File: src/rtl/miniuart_regs.sv
module miniuart_regs #(
  parameter int DEPTH = 8,
  parameter int AW    = 8
) (
  input  logic          clk,
  input  logic          rst_n,
  input  logic          bus_sel,
  input  logic          bus_wr,
  input  logic [AW-1:0] bus_addr,
  input  logic [31:0]   bus_wdata,
  output logic [31:0]   bus_rdata,
  input  logic          rx_valid,
  input  logic [7:0]    rx_data,
  output logic          rx_ready,
  output logic          tx_strobe,
  output logic [7:0]    tx_data,
  output logic          irq
);
  localparam int PW = (DEPTH > 1) ? $clog2(DEPTH) : 1;
  localparam int CW = $clog2(DEPTH + 1);
  localparam logic [AW-1:0] A_SUM  = AW'(8'h00);
  localparam logic [AW-1:0] A_ENA  = AW'(8'h04);
  localparam logic [AW-1:0] A_DATA = AW'(8'h40);
  localparam logic [AW-1:0] A_IEN  = AW'(8'h44);
  localparam logic [AW-1:0] A_IID  = AW'(8'h48);
  localparam logic [AW-1:0] A_LST  = AW'(8'h54);
  localparam logic [AW-1:0] A_CTL  = AW'(8'h60);
  localparam logic [AW-1:0] A_XST  = AW'(8'h64);

  logic [7:0]    fifo [DEPTH];
  logic [PW-1:0] rd_ptr;
  logic [CW-1:0] cnt;
  logic [1:0]    ien;
  logic [CW:0]   slot_sum;
  logic [PW-1:0] wr_slot;

  wire rd       = bus_sel & ~bus_wr;
  wire wr       = bus_sel & bus_wr;
  wire has_data = (cnt != '0);
  wire push     = rx_valid & rx_ready;
  wire pop      = rd & (bus_addr == A_DATA) & has_data;
  wire flush    = wr & (bus_addr == A_IID) & bus_wdata[1];

  assign rx_ready  = (cnt < CW'(DEPTH));
  assign irq       = ien[0] | (ien[1] & has_data);
  assign tx_strobe = wr & (bus_addr == A_DATA);
  assign tx_data   = bus_wdata[7:0];

  assign slot_sum = {1'b0, (CW)'(rd_ptr)} + {1'b0, cnt};
  assign wr_slot  = (slot_sum >= (CW+1)'(DEPTH)) ? PW'(slot_sum - (CW+1)'(DEPTH)) : PW'(slot_sum);

  always_ff @(posedge clk)
    if (push) fifo[wr_slot] <= rx_data;

  always_ff @(posedge clk or negedge rst_n) begin
    if (!rst_n) begin
      rd_ptr <= '0;
      cnt    <= '0;
      ien    <= '0;
    end else begin
      if (pop) rd_ptr <= (rd_ptr == PW'(DEPTH-1)) ? '0 : rd_ptr + PW'(1);
      if (flush) cnt <= '0;
      else       cnt <= cnt + CW'(push) - CW'(pop);
      if (wr && bus_addr == A_IEN) ien <= bus_wdata[1:0];
    end
  end

  always_comb begin
    bus_rdata = '0;
    if (rd) begin
      case (bus_addr)
        A_SUM:  bus_rdata = {31'd0, irq};
        A_ENA:  bus_rdata = 32'd1;
        A_DATA: bus_rdata = {24'd0, fifo[rd_ptr]};
        A_IEN:  bus_rdata = {24'd0, 8'hC0 | {6'd0, ien}};
        A_IID:  bus_rdata = {24'd0, 8'hC0 | (has_data ? 8'h04 : 8'h02) | {7'd0, ~irq}};
        A_LST:  bus_rdata = {24'd0, 8'h60 | {7'd0, has_data}};
        A_CTL:  bus_rdata = 32'd3;
        A_XST:  bus_rdata = 32'h30E | {31'd0, has_data} | (32'(cnt) << 16);
        default: bus_rdata = '0;
      endcase
    end
  end

  AST_COUNT_BOUND: assert property (@(posedge clk) disable iff (!rst_n)
    cnt <= CW'(DEPTH));
  AST_PUSH_GROWS: assert property (@(posedge clk) disable iff (!rst_n)
    (push && !pop && !flush) |=> cnt == $past(cnt) + CW'(1));
  AST_FLUSH_EMPTIES: assert property (@(posedge clk) disable iff (!rst_n)
    flush |=> (cnt == '0) && !(ien[1] && !ien[0] && irq));
  AST_EMPTY_READ_HOLDS: assert property (@(posedge clk) disable iff (!rst_n)
    (rd && bus_addr == A_DATA && !has_data && !push) |=> $stable(rd_ptr) && (cnt == '0));
  AST_IEN_KEEPS: assert property (@(posedge clk) disable iff (!rst_n)
    (wr && bus_addr == A_IEN) |=> ien == $past(bus_wdata[1:0]));
  AST_FULL_BLOCKS: assert property (@(posedge clk) disable iff (!rst_n)
    (cnt == CW'(DEPTH) && !pop && !flush) |=> cnt == CW'(DEPTH));
endmodule

File: config.mk
export PLATFORM = sky130hd
export DESIGN_NAME = miniuart_regs
export DESIGN_NICKNAME = d
export VERILOG_FILES = /design/src/rtl/miniuart_regs.sv
export SDC_FILE = /design/constraint.sdc
export NUM_CORES = 1
export LEC_CHECK = 0
export ABC_AREA = 1
export BUFFER_PORTS_ARGS = -buffer_cell sky130_fd_sc_hd__buf_2
export CAP_MARGIN = 20
export CELL_PAD_IN_SITES_DETAIL_PLACEMENT = 1
export CELL_PAD_IN_SITES_GLOBAL_PLACEMENT = 2
export CORE_MARGIN = 4
export CORE_UTILIZATION = 32
export CTS_CLUSTER_DIAMETER = 30
export DETAILED_ROUTE_END_ITERATION = 8
export HOLD_SLACK_MARGIN = 0.02
export PLACE_DENSITY_LB_ADDON = 0.1
export SYNTH_ARGS = -nofsm -noshare
export SYNTH_HDL_FRONTEND = slang
export SYNTH_SLANG_ARGS = --single-unit
File: constraint.sdc
create_clock -name clk -period 2.73 [get_ports clk]
set_input_delay 0.1365 -clock clk [delete_from_list [all_inputs] [get_ports clk]]
set_output_delay 0.1365 -clock clk [all_outputs]
set_load 0.05 [all_outputs]
# ---- Word-level counts from Yosys, hierarchy flattened
# Memories as Yosys holds them, arrays and structs flattened.
# Index checks and enable logic that the tools add are counted.
dict set report totals {
  mem_bits_rw 64
  wordCells 44
  ff_bits 9
  memories 1
  input_bits 53
}
# name words word_bits read_ports rd_ports_with_merged_regs wr line_no
set mem_list {}
lappend mem_list {fifo 8 8 1 0 1 30} ;# logic [7:0] fifo [DEPTH];
dict set report op_classes {
  addsub 5
  reduce_logical 3
  bitwise_logic 14
  eq_ne 8
  muxes 8
  magnitude_cmp 2
}
# operator count
set op_table {}
lappend op_table {{20-bit one-hot mux with 8 select lines} 1}
lappend op_table {{8-bit by 7-bit == test with 1-bit output (second input constant)} 6}
lappend op_table {{32-bit two-way mux} 1}
lappend op_table {{10-bit by 20-bit OR with 20-bit output} 1}
lappend op_table {{1-bit bitwise AND} 9}
lappend op_table {{3-bit two-way mux} 3}
lappend op_table {{8-bit by 3-bit == test with 1-bit output (second input constant)} 1}
lappend op_table {{8-bit zero test} 1}
lappend op_table {{8-bit by 1-bit OR with 8-bit output} 1}
lappend op_table {{3-bit by 4-bit adder with 5-bit output} 1}
lappend op_table {{5-bit by 4-bit greater-or-equal comparator with 1-bit output (second input constant)} 1}
lappend op_table {{4-bit by 1-bit adder with 4-bit output} 1}
lappend op_table {{4-bit < comparator (second input constant)} 1}
lappend op_table {{4-bit two-way mux} 1}
lappend op_table {{4-bit nonzero test} 1}
lappend op_table {{4-bit by 1-bit subtractor with 4-bit output} 1}
lappend op_table {{3-bit by 1-bit adder with 3-bit output (second input constant)} 1}
lappend op_table {{3-bit == test (second input constant)} 1}
lappend op_table {{3-bit by 1-bit subtractor with 3-bit output (second input constant)} 1}
lappend op_table {{1-bit two-way mux} 2}
lappend op_table {{1-bit NOT} 2}
lappend op_table {{1-bit logical AND} 1}
lappend op_table {{1-bit OR} 1}

# ---- Longest topological paths before layout
# Gate-level depths: netlist (run 1).
dict set report depth {
  ltp_word 7
  mapped_depth 13
  ltp_nobuf 13
}

# ---- Worst setup path before layout (run 1)
# OpenSTA, ideal clock, no wires.
dict set report synth_path {
  path_type {reg2reg}
  from {register cnt[3]}
  to {register cnt[2]}
  arrival_time_ns 2.337
  setup_slack_ns 0.279
  stages_incl_launch_ff 13
  t_required_ns 2.617
  setup_ns 0.113
  period_less_slack_ns 2.451
  cell_sequence {dfrtp_1 > inv_1 > ha_1 > nand3_1 > inv_1 > nor3_4 > ha_1 > inv_1 > ha_1 > fa_1 > xor2_1 > nand2_1 > inv_1}
}
dict set report synth_via {
  elab_chain_cells 5
  word_cells_on_any_way 7
  classes_between {2 x add/sub; 1 x order compare; 1 x mux; 2 x bitwise; 1 x reduce/logical}
}
# element line_no
set synth_lines {}
lappend synth_lines {{from (decl)} 32} ;# logic [CW-1:0] cnt;
lappend synth_lines {{from (signal assigned)} 63} ;# else cnt <= cnt + CW'(push) - CW'(pop);
lappend synth_lines {{4-bit < comparator} 44} ;# assign rx_ready = (cnt < CW'(DEPTH));
lappend synth_lines {{via rx_ready} 14} ;# output logic rx_ready,
lappend synth_lines {{1-bit bitwise AND} 40} ;# wire push = rx_valid & rx_ready;
lappend synth_lines {{4-bit by 1-bit adder with 4-bit output} 63}
lappend synth_lines {{4-bit by 1-bit subtractor with 4-bit output} 63}
lappend synth_lines {{4-bit two-way mux} 62} ;# if (flush) cnt <= '0;
# The timed path passes the listed nets, and every way through them passes these cells.
# A chain may end at the register's enable or synchronous reset.

# ---- Worst setup path after layout (run 1)
dict set report layout_path {
  from {register rd_ptr[1]}
  to {output port bus_rdata[1]}
}
dict set report layout_via {
  elab_chain_cells 3
}
# element line_no
set layout_lines {}
lappend layout_lines {{from (decl)} 31} ;# logic [PW-1:0] rd_ptr;
lappend layout_lines {{from (signal assigned)} 61} ;# if (pop) rd_ptr <= (rd_ptr == PW'(DEPTH-1)) ? '0 : rd_ptr + PW'(1);
lappend layout_lines {{memory 8 x 8 bit} n/a}
lappend layout_lines {{20-bit one-hot mux with 8 select lines} 71} ;# case (bus_addr)
lappend layout_lines {{32-bit two-way mux} 70} ;# if (rd) begin
lappend layout_lines {{to (decl)} 11} ;# output logic [31:0] bus_rdata,
# Every way passes these cells.

==> results of run 1 <==
-- worst max-delay path, delay by kind of cell, from the launching register on --
family	cells	cell delay (ns)
AND/OR/NAND/NOR	6	0.68
buffers and inverters	3	0.82
AO/OA/AOI/OAI	1	0.09
flip-flops	1	0.37
-- routing by layer --
layer | up-vias | global-route usage
li1 | 1305 | -
met1 | 1219 | 0.179
met2 | 50 | 0.256
met3 | 13 | 0.0308
met4 | 0 | 0.0379
met5 | - | 0
-- stage by stage --
| step | power [W] | utilization | cell area, um^2 |
|---|---|---|---|
| detailed placement | 0.00222 | 0.352 | 4020 |
| global route | 0.00362 | 0.381 | 4350 |
| CTS | 0.00347 | 0.381 | 4350 |
| global placement | 0.00219 | 0.352 | 4020 |
| floorplan | 0.00201 | - | 3790 |
| finish | 0.00342 | 0.381 | 4350 |
-- power by group --
group / total, W / internal [W] / switching [W]
clock: 0.00124 / 0.000803 / 0.000440
combinational: 0.000755 / 0.000235 / 0.000520
sequential: 0.00143 / 0.00138 / 0.0000477
-- cell families after synthesis --
kind of cell             share of synthesized area
AO/OA/AOI/OAI                               0.0930
XOR/XNOR                                   0.00705
adder cells (fa/ha/maj)                     0.0376
buffers and inverters                        0.104
flip-flops                                   0.576
multiplexers                               0.00302
other                                      0.00101
AND/OR/NAND/NOR                              0.178
-- repair_timing --
item	in CTS	in global routing
hold buffers	1	0
setup endpoints to repair	0	0
hold endpoints to repair	9	0
-- layout by cell type, fill, tap and decap left out --
cell,netlist,routed
xnor2_1,1,1
bufinv_16,0,2
buf_4,31,15
inv_1,29,29
clkinv_1,1,1
clkbuf_16,0,9
nand2_2,2,2
clkinvlp_4,0,1
o221ai_1,2,2
nand2_1,37,37
conb_1,1,18
clkinv_2,0,1
edfxtp_1,64,64
xor2_1,2,2
ha_1,8,8
nand3_1,15,15
dfrtp_1,9,9
o211ai_1,8,8
nand4_1,1,1
a21oi_1,12,12
nor2_1,90,90
nor2_4,3,3
buf_2,5,41
o21ai_1,1,1
mux2_2,1,1
inv_4,1,1
nor3_4,1,1
nor2_8,1,1
inv_6,0,1
or2_2,1,1
fa_1,2,2
dlygate4sd3_1,0,1
a21o_1,1,1
nand2_4,1,1
a31oi_1,1,1
o21ai_0,38,38
clkinv_4,0,1
clkbuf_1,0,1
nor2_2,1,1
-- worst max-delay path by stage --
| stage | end | slack (ns) | depth (start not counted) |
|---|---|---|---|
| 5_1_grt | bus_rdata[1] | 0.11 | 10 |
| 4_1_cts | bus_rdata[1] | 0.24 | 10 |
| 3_5_place_dp | cnt[2]$_DFF_PN0_ | 0.29 | 12 |
| 6_report | bus_rdata[1] | 0.27 | 10 |
| 3_3_place_gp | cnt[2]$_DFF_PN0_ | 0.34 | 12 |
| 2_1_floorplan | cnt[2]$_DFF_PN0_ | 0.28 | 12 |
-- synth_stat cells, types with 3 or more instances --
cell type	number
a21oi_1	12
buf_2	5
buf_4	31
dfrtp_1	9
edfxtp_1	64
ha_1	8
inv_1	29
nand2_1	37
nand3_1	15
nor2_1	90
nor2_4	3
o211ai_1	8
o21ai_0	38
-- area by class of cell --
cell class | instances | area [um^2] | share of cell area
clock inverter | 6 | 90.1 | 0.0207
tap | 143 | 179 | 0.0412
clock buffer | 10 | 229 | 0.0527
timing repair buffer | 57 | 328 | 0.0754
sequential | 73 | 2150 | 0.494
inverter | 31 | 119 | 0.0273
multi-input combinational | 248 | 1260 | 0.289
-- sequential cells by signal (all words and copies together), names as in the netlist --
| name | count |
|---|---|
| cnt | 4 |
| ien | 2 |
| fifo | 64 |
| rd_ptr | 3 |
==> qor.yml, run 1 <==
run_status:
  status: "finished clean"
drt:
  mean_number_of_vias_per_cell: 4.55
  detail_route.wirelength_um: 9150
  met1_length_um: 4120
  route.top_layer_used: "met4"
  detail_route.first_pass.iterations: 4
  dr_wl_met2_um: 4520
  postRouteAntennaNets: 0
  iteration_0_drc_count_of_the_detailed_router: 129
  route.detailed.drc: 0
  routed-via-count: 2587
  met3_length_um: 408
  detail_route.wl_per_cell_um: 16.1
yosys:
  ys_warn_count: 0
  synth.cell_area_um2: 3730
  seq_area_frac_synth: 0.576
  post_synth_inst_count: 373
  postSynthRegisterBits: 73
  syn_avg_cell_area_um2: 9.99
  yosysUniqueCellTypes: 32
  async_set_reset_flop_share_out_of_synthesis: 0.123
  synth.largest_area_cell: "edfxtp_1"
  number_of_synthesized_flops_with_an_enable_pin: 64
  post-synth-top-area-fraction: 0.516
  synth_flop_cell: "edfxtp_1"
  synth_area_leaders: "edfxtp_1, nor2_1, buf_4"
hold_path:
  timing.hold.worst_endpoint: "fifo[0][0]$_DFFE_PP_"
  hold-path-cell-count: 1
  hp-start: "rx_data[0]"
  worstHoldPathType: "in2reg"
clocking:
  cts_setup_buffers: 0
  cts.sink_count: 73
  ctsHtreeMaxLevel: 3
  tritoncts: "built"
  cts-buffers-inserted: 9
  insertion_delay_ns: 0.33
  ctsResizeCount: 0
  cts_max_path_buffers: 2
  cts-root-buf: "clkbuf_16"
  clk_transition_reported_paths_ns: 0.06
setup_path:
  cp_common_cell: "nor2_1"
  setup.reg_to_reg.worst_slack_ns: 0.32
  end_kind: "primary output"
  timing.rr.end: "cnt[2]$_DFF_PN0_"
  r2r_start: "cnt[2]$_DFF_PN0_"
  path_cells: "buf_4 > inv_1 > nor2_1 > o21ai_0 > nand3_1 > nand2_1 > nor2_1 > nor2_1 > nor2_1 > buf_2"
  critical_path.startpoint: "rd_ptr[1]$_DFFE_PN0P_"
  critPathMaxStageDelay_ns: 0.37
  timing.reg2reg.worst_path_depth: 12
  crit_path_max_fanout: 26
  critical_path_class: "reg2out"
  worst-endpoint-arrival_ns: 2.32
  timing.critical_path.required_ns: 2.59
  critical_path.startpoint_type: "flip-flop"
  cp_max_stage_cell: "dfrtp_1"
pwr:
  total_leakage_power_nw: 1.78
  worst_ir_drop_vdd_mv: 0.350
  cellPowerDensity_nw_per_um2: 787
floorplanning:
  floorplan.die_area_um2: 13400
  die_w_um: 116
  num_io_pins: 96
  die_height_um: 116
  rows: 39
  area_of_the_core_region_um2: 11400
  initial_utilization: 0.326
place:
  routabilityCongestion: 0.752
  hpwlAfterDp_um: 6570
  dp_cells: 551
  port-buffer-count: 41
  place_ws_ns: 0.294
grt:
  maximum_number_of_pins_on_one_net_before_global_route_repair: 27
  first_pass_grt_wire_length_um: 14400
  grt-ovfl-total: 0
  initial_antenna_violation_count: 0
  grt_pass1_vias: 2701
  gr-usage-all-layers: 0.144
timing:
  fin_ws_ns: 0.271
  period_share: 0.901
  timing.setup.tns_ns: 0
  number_of_pins_exceeding_their_max_slew_limit_in_the_final_report: 0
  setup-violations-final: 0
  fmax_mhz: 407
  grt_setup_unrepaired: "false"
  fin_worst_skew_ns: 0.00931
  timing_hold_violations_final: 0
  period_minus_ws_final_ns: 2.46
  holdWs_ns: 0.0717
run:
  maxCapViolations: 0
final_layout:
  num_antenna_cells: 0
  final_net_count: 483
  fillerInstances: 1321
  final_cells: 568
  drive_gt1_frac: 0.195
  area_growth_syn_to_layout_pct: 16.7
Power figures use the tool's default switching activity.
==> run 2: changes to the inputs <==
--- a/config.mk
+++ b/config.mk
@@ -10,7 +10,7 @@
 export CAP_MARGIN = 20
 export CELL_PAD_IN_SITES_DETAIL_PLACEMENT = 1
 export CELL_PAD_IN_SITES_GLOBAL_PLACEMENT = 2
-export CORE_MARGIN = 4
+export CORE_MARGIN = 1.5
 export CORE_UTILIZATION = 32
 export CTS_CLUSTER_DIAMETER = 30
 export DETAILED_ROUTE_END_ITERATION = 8
==> qor.yml, run 2 (synthesis results as in run 1) <==
final_layout:
  final_cells: 566
  final_net_count: 482
  layout_common_cells: "nor2_1, edfxtp_1, buf_2"
  biggestRegsByFlops: "fifo (64), cnt (4), rd_ptr (3)"
  largest_register: "fifo"
  num_antenna_cells: 0
  largest_reg_flops: 64
  area_growth_syn_to_layout_pct: 15.6
  drive_gt1_frac: 0.189
  layout.cells.most_common: "nor2_1"
  finish.utilization: 0.379
setup_path:
  end_kind: "primary output"
  timing.reg2reg.worst_path_depth: 12
  critical_path.startpoint_type: "flip-flop"
  critical_path.startpoint: "rd_ptr[1]$_DFFE_PN0P_"
  timing.critical_path.required_ns: 2.59
  crit_path_max_fanout: 26
  timing.rr.end: "cnt[2]$_DFF_PN0_"
  critical_path_class: "reg2out"
  worst-endpoint-arrival_ns: 2.31
  setup.reg_to_reg.worst_slack_ns: 0.33
  r2r_start: "cnt[2]$_DFF_PN0_"
  setup.worst_path.end: "bus_rdata[1]"
floorplanning:
  initial_utilization: 0.328
  rows: 39
  die_w_um: 111
  num_io_pins: 96
  area_of_the_core_region_um2: 11400
  floorplan.die_area_um2: 12300
  die_height_um: 111
timing:
  timing.slew.headroom: 0.575
  period_minus_ws_final_ns: 2.45
  fmax_mhz: 408
  grt_setup_unrepaired: "false"
  timing_hold_violations_final: 0
  number_of_pins_exceeding_their_max_slew_limit_in_the_final_report: 0
  fin_worst_skew_ns: 0.00610
  holdWs_ns: 0.0785
  worst_pin_slew_ns: 0.637
  period_share: 0.898
  setup-violations-final: 0
  timing.setup.tns_ns: 0
drt:
  met1_length_um: 4310
  route.top_layer_used: "met4"
  route.detailed.drc: 0
  met3_length_um: 301
  routed-via-count: 2640
  iteration_0_drc_count_of_the_detailed_router: 139
  detail_route.wirelength_um: 9230
  dr_wl_met2_um: 4440
  detail_route.first_pass.iterations: 6
  postRouteAntennaNets: 0
  detail_route.wl_per_cell_um: 16.3
  mean_number_of_vias_per_cell: 4.66
pwr:
  seq_power_share: 0.431
  cellPowerDensity_nw_per_um2: 768
  power_report.internal_total_w: 0.00231
  comb_power_share: 0.227
  power.share.clock: 0.342
  worst_ir_drop_vdd_mv: 0.296
  p_switching_w: 0.00100
  power_switching_share: 0.302
  total_leakage_power_nw: 1.76
run_status:
  status: "finished clean"
grt:
  gr-usage-all-layers: 0.158
  grt-ovfl-total: 0
  grt_pass1_vias: 2702
  first_pass_grt_wire_length_um: 14700
  maximum_number_of_pins_on_one_net_before_global_route_repair: 35
  initial_antenna_violation_count: 0
clocking:
  insertion_delay_ns: 0.32
  ctsHtreeMaxLevel: 3
  cts.sink_count: 73
  cts_max_path_buffers: 2
  cts-buffers-inserted: 9
  clk_transition_reported_paths_ns: 0.06
  cts_setup_buffers: 0
  cts-root-buf: "clkbuf_16"
  tritoncts: "built"
place:
  port-buffer-count: 41
  routabilityCongestion: 0.712
  dp_cells: 550
  hpwlAfterDp_um: 6410
hold_path:
  worstHoldPathType: "in2reg"
run:
  maxCapViolations: 0
-- run 2: how the worst min path moves through the flow --
stage | startpoint | to | slack (ns) | cells past startpoint
4_1_cts | rx_data[3] | fifo[1][3]$_DFFE_PP_ | 0.07 | 1
6_report | rx_data[5] | fifo[0][5]$_DFFE_PP_ | 0.08 | 1
3_3_place_gp | rst_n | cnt[2]$_DFF_PN0_ | 0.02 | 1
3_5_place_dp | rst_n | cnt[3]$_DFF_PN0_ | 0.02 | 1
2_1_floorplan | rst_n | cnt[0]$_DFF_PN0_ | -0.16 | 0
5_1_grt | rx_data[2] | fifo[1][2]$_DFFE_PP_ | 0.08 | 1
-- run 2: routing by layer --
layer  GRT usage  up-vias
met3      0.0301       12
met5           0        -
li1            -     1297
met1       0.202     1271
met4      0.0615        0
met2       0.266       60
-- run 2: per-stage QoR --
step / total power, W / setup slack (ns) / area (um^2)
2_1_floorplan: 0.00201 / 0.279 / 3790
3_5_place_dp: 0.00221 / 0.300 / 4010
6_report: 0.00331 / 0.279 / 4310
4_1_cts: 0.00335 / 0.215 / 4310
5_1_grt: 0.00350 / 0.00443 / 4310
3_3_place_gp: 0.00219 / 0.340 / 4010
-- run 2: timing repair --
| action | in CTS | in global routing |
|---|---|---|
| hold buffers | 1 | 0 |
| endpoints found under the hold margin | 9 | 0 |
| gates resized for setup | 0 | 0 |
-- run 2: worst max-delay path, stage by stage (launching register included) --
cell,delay [ns]
dfrtp_1,0.38
buf_4,0.31
inv_1,0.24
nor2_1,0.14
o21ai_0,0.11
nand3_1,0.12
nand2_1,0.05
nor2_1,0.19
nor2_1,0.09
nor2_1,0.09
buf_2,0.26
-- run 2: final cells by class --
class	instances	area [um^2]
tap	143	179
inverter	31	119
multi-input combinational	248	1260
fill	1314	7060
timing repair buffer	56	320
clock inverter	6	60.1
clock buffer	9	225
sequential	73	2150
-- run 2: power groups by stage --
stage               logic, W  clock network (W)  registers [W]
CTS                 0.000770            0.00115        0.00143
floorplan           0.000572                  0        0.00144
global placement    0.000741                  0        0.00145
global route        0.000851            0.00120        0.00144
finish              0.000750            0.00113        0.00143
detailed placement  0.000761                  0        0.00145
==> run 3: changes to the inputs <==
--- a/config.mk
+++ b/config.mk
@@ -9,9 +9,9 @@
 export BUFFER_PORTS_ARGS = -buffer_cell sky130_fd_sc_hd__buf_2
 export CAP_MARGIN = 20
 export CELL_PAD_IN_SITES_DETAIL_PLACEMENT = 1
-export CELL_PAD_IN_SITES_GLOBAL_PLACEMENT = 2
+export CELL_PAD_IN_SITES_GLOBAL_PLACEMENT = 1
 export CORE_MARGIN = 1.5
-export CORE_UTILIZATION = 32
+export CORE_UTILIZATION = 30
 export CTS_CLUSTER_DIAMETER = 30
 export DETAILED_ROUTE_END_ITERATION = 8
 export HOLD_SLACK_MARGIN = 0.02
==> qor.yml, run 3 (synthesis results as in run 1) <==
run_status:
  status: "finished clean"
setup_path:
  crit_path_max_fanout: 18
  critical_path.startpoint: "rd_ptr[0]$_DFFE_PN0P_"
  end_kind: "primary output"
  critPathMaxStageDelay_ns: 0.44
  cp_max_stage_cell: "inv_1"
  setup.reg_to_reg.worst_slack_ns: 0.34
  setup.worst_path.end: "bus_rdata[5]"
  worstSetupPathDepth: 7
  critical_path.startpoint_type: "flip-flop"
  timing.rr.end: "cnt[2]$_DFF_PN0_"
  path_cells: "inv_1 > buf_4 > nor2_1 > o211ai_1 > nand3_1 > a21oi_1 > buf_2"
  cpLargestDelayFamily: "buffers and inverters"
  critical_path_class: "reg2out"
  worst-endpoint-arrival_ns: 2.27
  r2r_start: "cnt[2]$_DFF_PN0_"
  timing.reg2reg.worst_path_depth: 12
  path_buf_inv: 3
  timing.critical_path.required_ns: 2.59
clocking:
  cts_setup_buffers: 0
  clk_transition_reported_paths_ns: 0.06
  cts_max_path_buffers: 2
  cts-buffers-inserted: 9
  insertion_delay_ns: 0.33
  cts-root-buf: "clkbuf_16"
  ctsHtreeMaxLevel: 3
  tritoncts: "built"
  cts.sink_count: 73
  ctsResizeCount: 0
pwr:
  worst_ir_drop_vdd_mv: 0.268
  total_leakage_power_nw: 1.77
  power_total_w: 0.00340
  cellPowerDensity_nw_per_um2: 780
place:
  routabilityCongestion: 0.750
  hpwlAfterDp_um: 6440
  port-buffer-count: 41
timing:
  grt_setup_unrepaired: "false"
  timing_hold_violations_final: 0
  timing.slew.headroom: 0.612
  setup-violations-final: 0
  fmax_mhz: 415
  worst_pin_slew_ns: 0.581
  period_minus_ws_final_ns: 2.41
  fin_worst_skew_ns: 0.00609
  period_share: 0.882
  number_of_pins_exceeding_their_max_slew_limit_in_the_final_report: 0
  timing.setup.tns_ns: 0
final_layout:
  final_net_count: 482
  largest_reg_flops: 64
  fillerInstances: 1384
  multi_input_comb_area_um2: 1260
  layout_common_cells: "nor2_1, edfxtp_1, buf_2"
  area_growth_syn_to_layout_pct: 17.1
  seqCellArea_um2: 2150
  num_antenna_cells: 0
  biggestRegsByFlops: "fifo (64), cnt (4), rd_ptr (3)"
  largest_register: "fifo"
  layout.cells.most_common: "nor2_1"
  drive_gt1_frac: 0.189
drt:
  detail_route.first_pass.iterations: 4
  routed-via-count: 2619
  detail_route.wirelength_um: 9190
  detail_route.wl_per_cell_um: 15.5
  postRouteAntennaNets: 0
  route.detailed.drc: 0
  mean_number_of_vias_per_cell: 4.42
  iteration_0_drc_count_of_the_detailed_router: 68
floorplanning:
  area_of_the_core_region_um2: 12100
  initial_utilization: 0.309
  die_height_um: 114
  floorplan.die_area_um2: 13100
  die_w_um: 114
  num_io_pins: 96
  rows: 40
grt:
  maximum_number_of_pins_on_one_net_before_global_route_repair: 35
  grt_pass1_vias: 2575
  grt-ovfl-total: 0
  first_pass_grt_wire_length_um: 14200
  gr-usage-all-layers: 0.150
  initial_antenna_violation_count: 0
hold_path:
  hp-start: "rx_data[0]"
  worstHoldPathType: "in2reg"
run:
  maxCapViolations: 0
## run 3: cell count changes in the layout (fill, tap and decap cells not counted)
cell       change
clkinv_4       -2
inv_6          +1
bufinv_16      +1
clkbuf_1       +1
## run 3: cell type report
| type | count | area share |
|---|---|---|
| multi-input cells | 248 | 0.288 |
| inverters | 31 | 0.0272 |
| flip-flops and latches | 73 | 0.492 |
| repair buffers | 56 | 0.0734 |
| clock inverters | 6 | 0.0186 |
| well taps | 168 | 0.0482 |
| clock buffers | 10 | 0.0525 |
## run 3: metrics by stage
| stage | hold slack, ns | utilization | cell area (um^2) | instances | setup WS, ns |
|---|---|---|---|---|---|
| detailed placement | 0.00878 | 0.335 | 4040 | 575 | 0.296 |
| global placement | 0.00936 | 0.335 | 4040 | 575 | 0.354 |
| floorplan | -0.159 | - | 3790 | 390 | 0.279 |
| global route | 0.0696 | 0.362 | 4360 | 592 | 0.0826 |
| finish | 0.0699 | 0.362 | 4360 | 592 | 0.322 |
| CTS | 0.0607 | 0.362 | 4360 | 592 | 0.283 |
## run 3: how the worst min path moves through the flow
stage                      endpoint  slack (ns)  cells past startpoint
3_5_place_dp       cnt[2]$_DFF_PN0_       0.009                      1
3_3_place_gp       cnt[3]$_DFF_PN0_       0.009                      1
4_1_cts          ien[0]$_DFFE_PN0P_        0.06                      3
6_report       fifo[0][0]$_DFFE_PP_        0.07                      1
5_1_grt        fifo[0][0]$_DFFE_PP_        0.07                      1
2_1_floorplan      cnt[0]$_DFF_PN0_       -0.16                      0
## run 3: metal layers
| metal | up-vias | global-route usage | wire, um |
|---|---|---|---|
| met1 | 1245 | 0.189 | 4310 |
| met3 | 9 | 0.0312 | 402 |
| met5 | - | 0 | 0 |
| li1 | 1301 | - | - |
| met2 | 64 | 0.255 | 4350 |
| met4 | 0 | 0.0542 | 125 |
## run 3: where the power goes
part | total (W) | leakage (nW) | switching (W) | internal, W
Combinational | 0.000749 | 0.944 | 0.000518 | 0.000231
Sequential | 0.00143 | 0.674 | 0.0000487 | 0.00138
Clock | 0.00123 | 0.152 | 0.000434 | 0.000795
## run 3: worst register-to-register path, cell delays in order, from the launching register on
cell     delay (ns)
dfrtp_1        0.36
inv_1          0.08
ha_1           0.20
nand3_1        0.14
inv_1          0.12
nor3_4         0.30
ha_1           0.19
inv_1          0.05
ha_1           0.20
fa_1           0.38
xor2_1         0.15
nand2_1        0.07
inv_1          0.05
## run 3: timing repair
item / 4_1_cts / 5_1_grt
hold buffers: 1 / 0
endpoints found under the setup margin: 0 / 0
endpoints found under the hold margin: 9 / 0
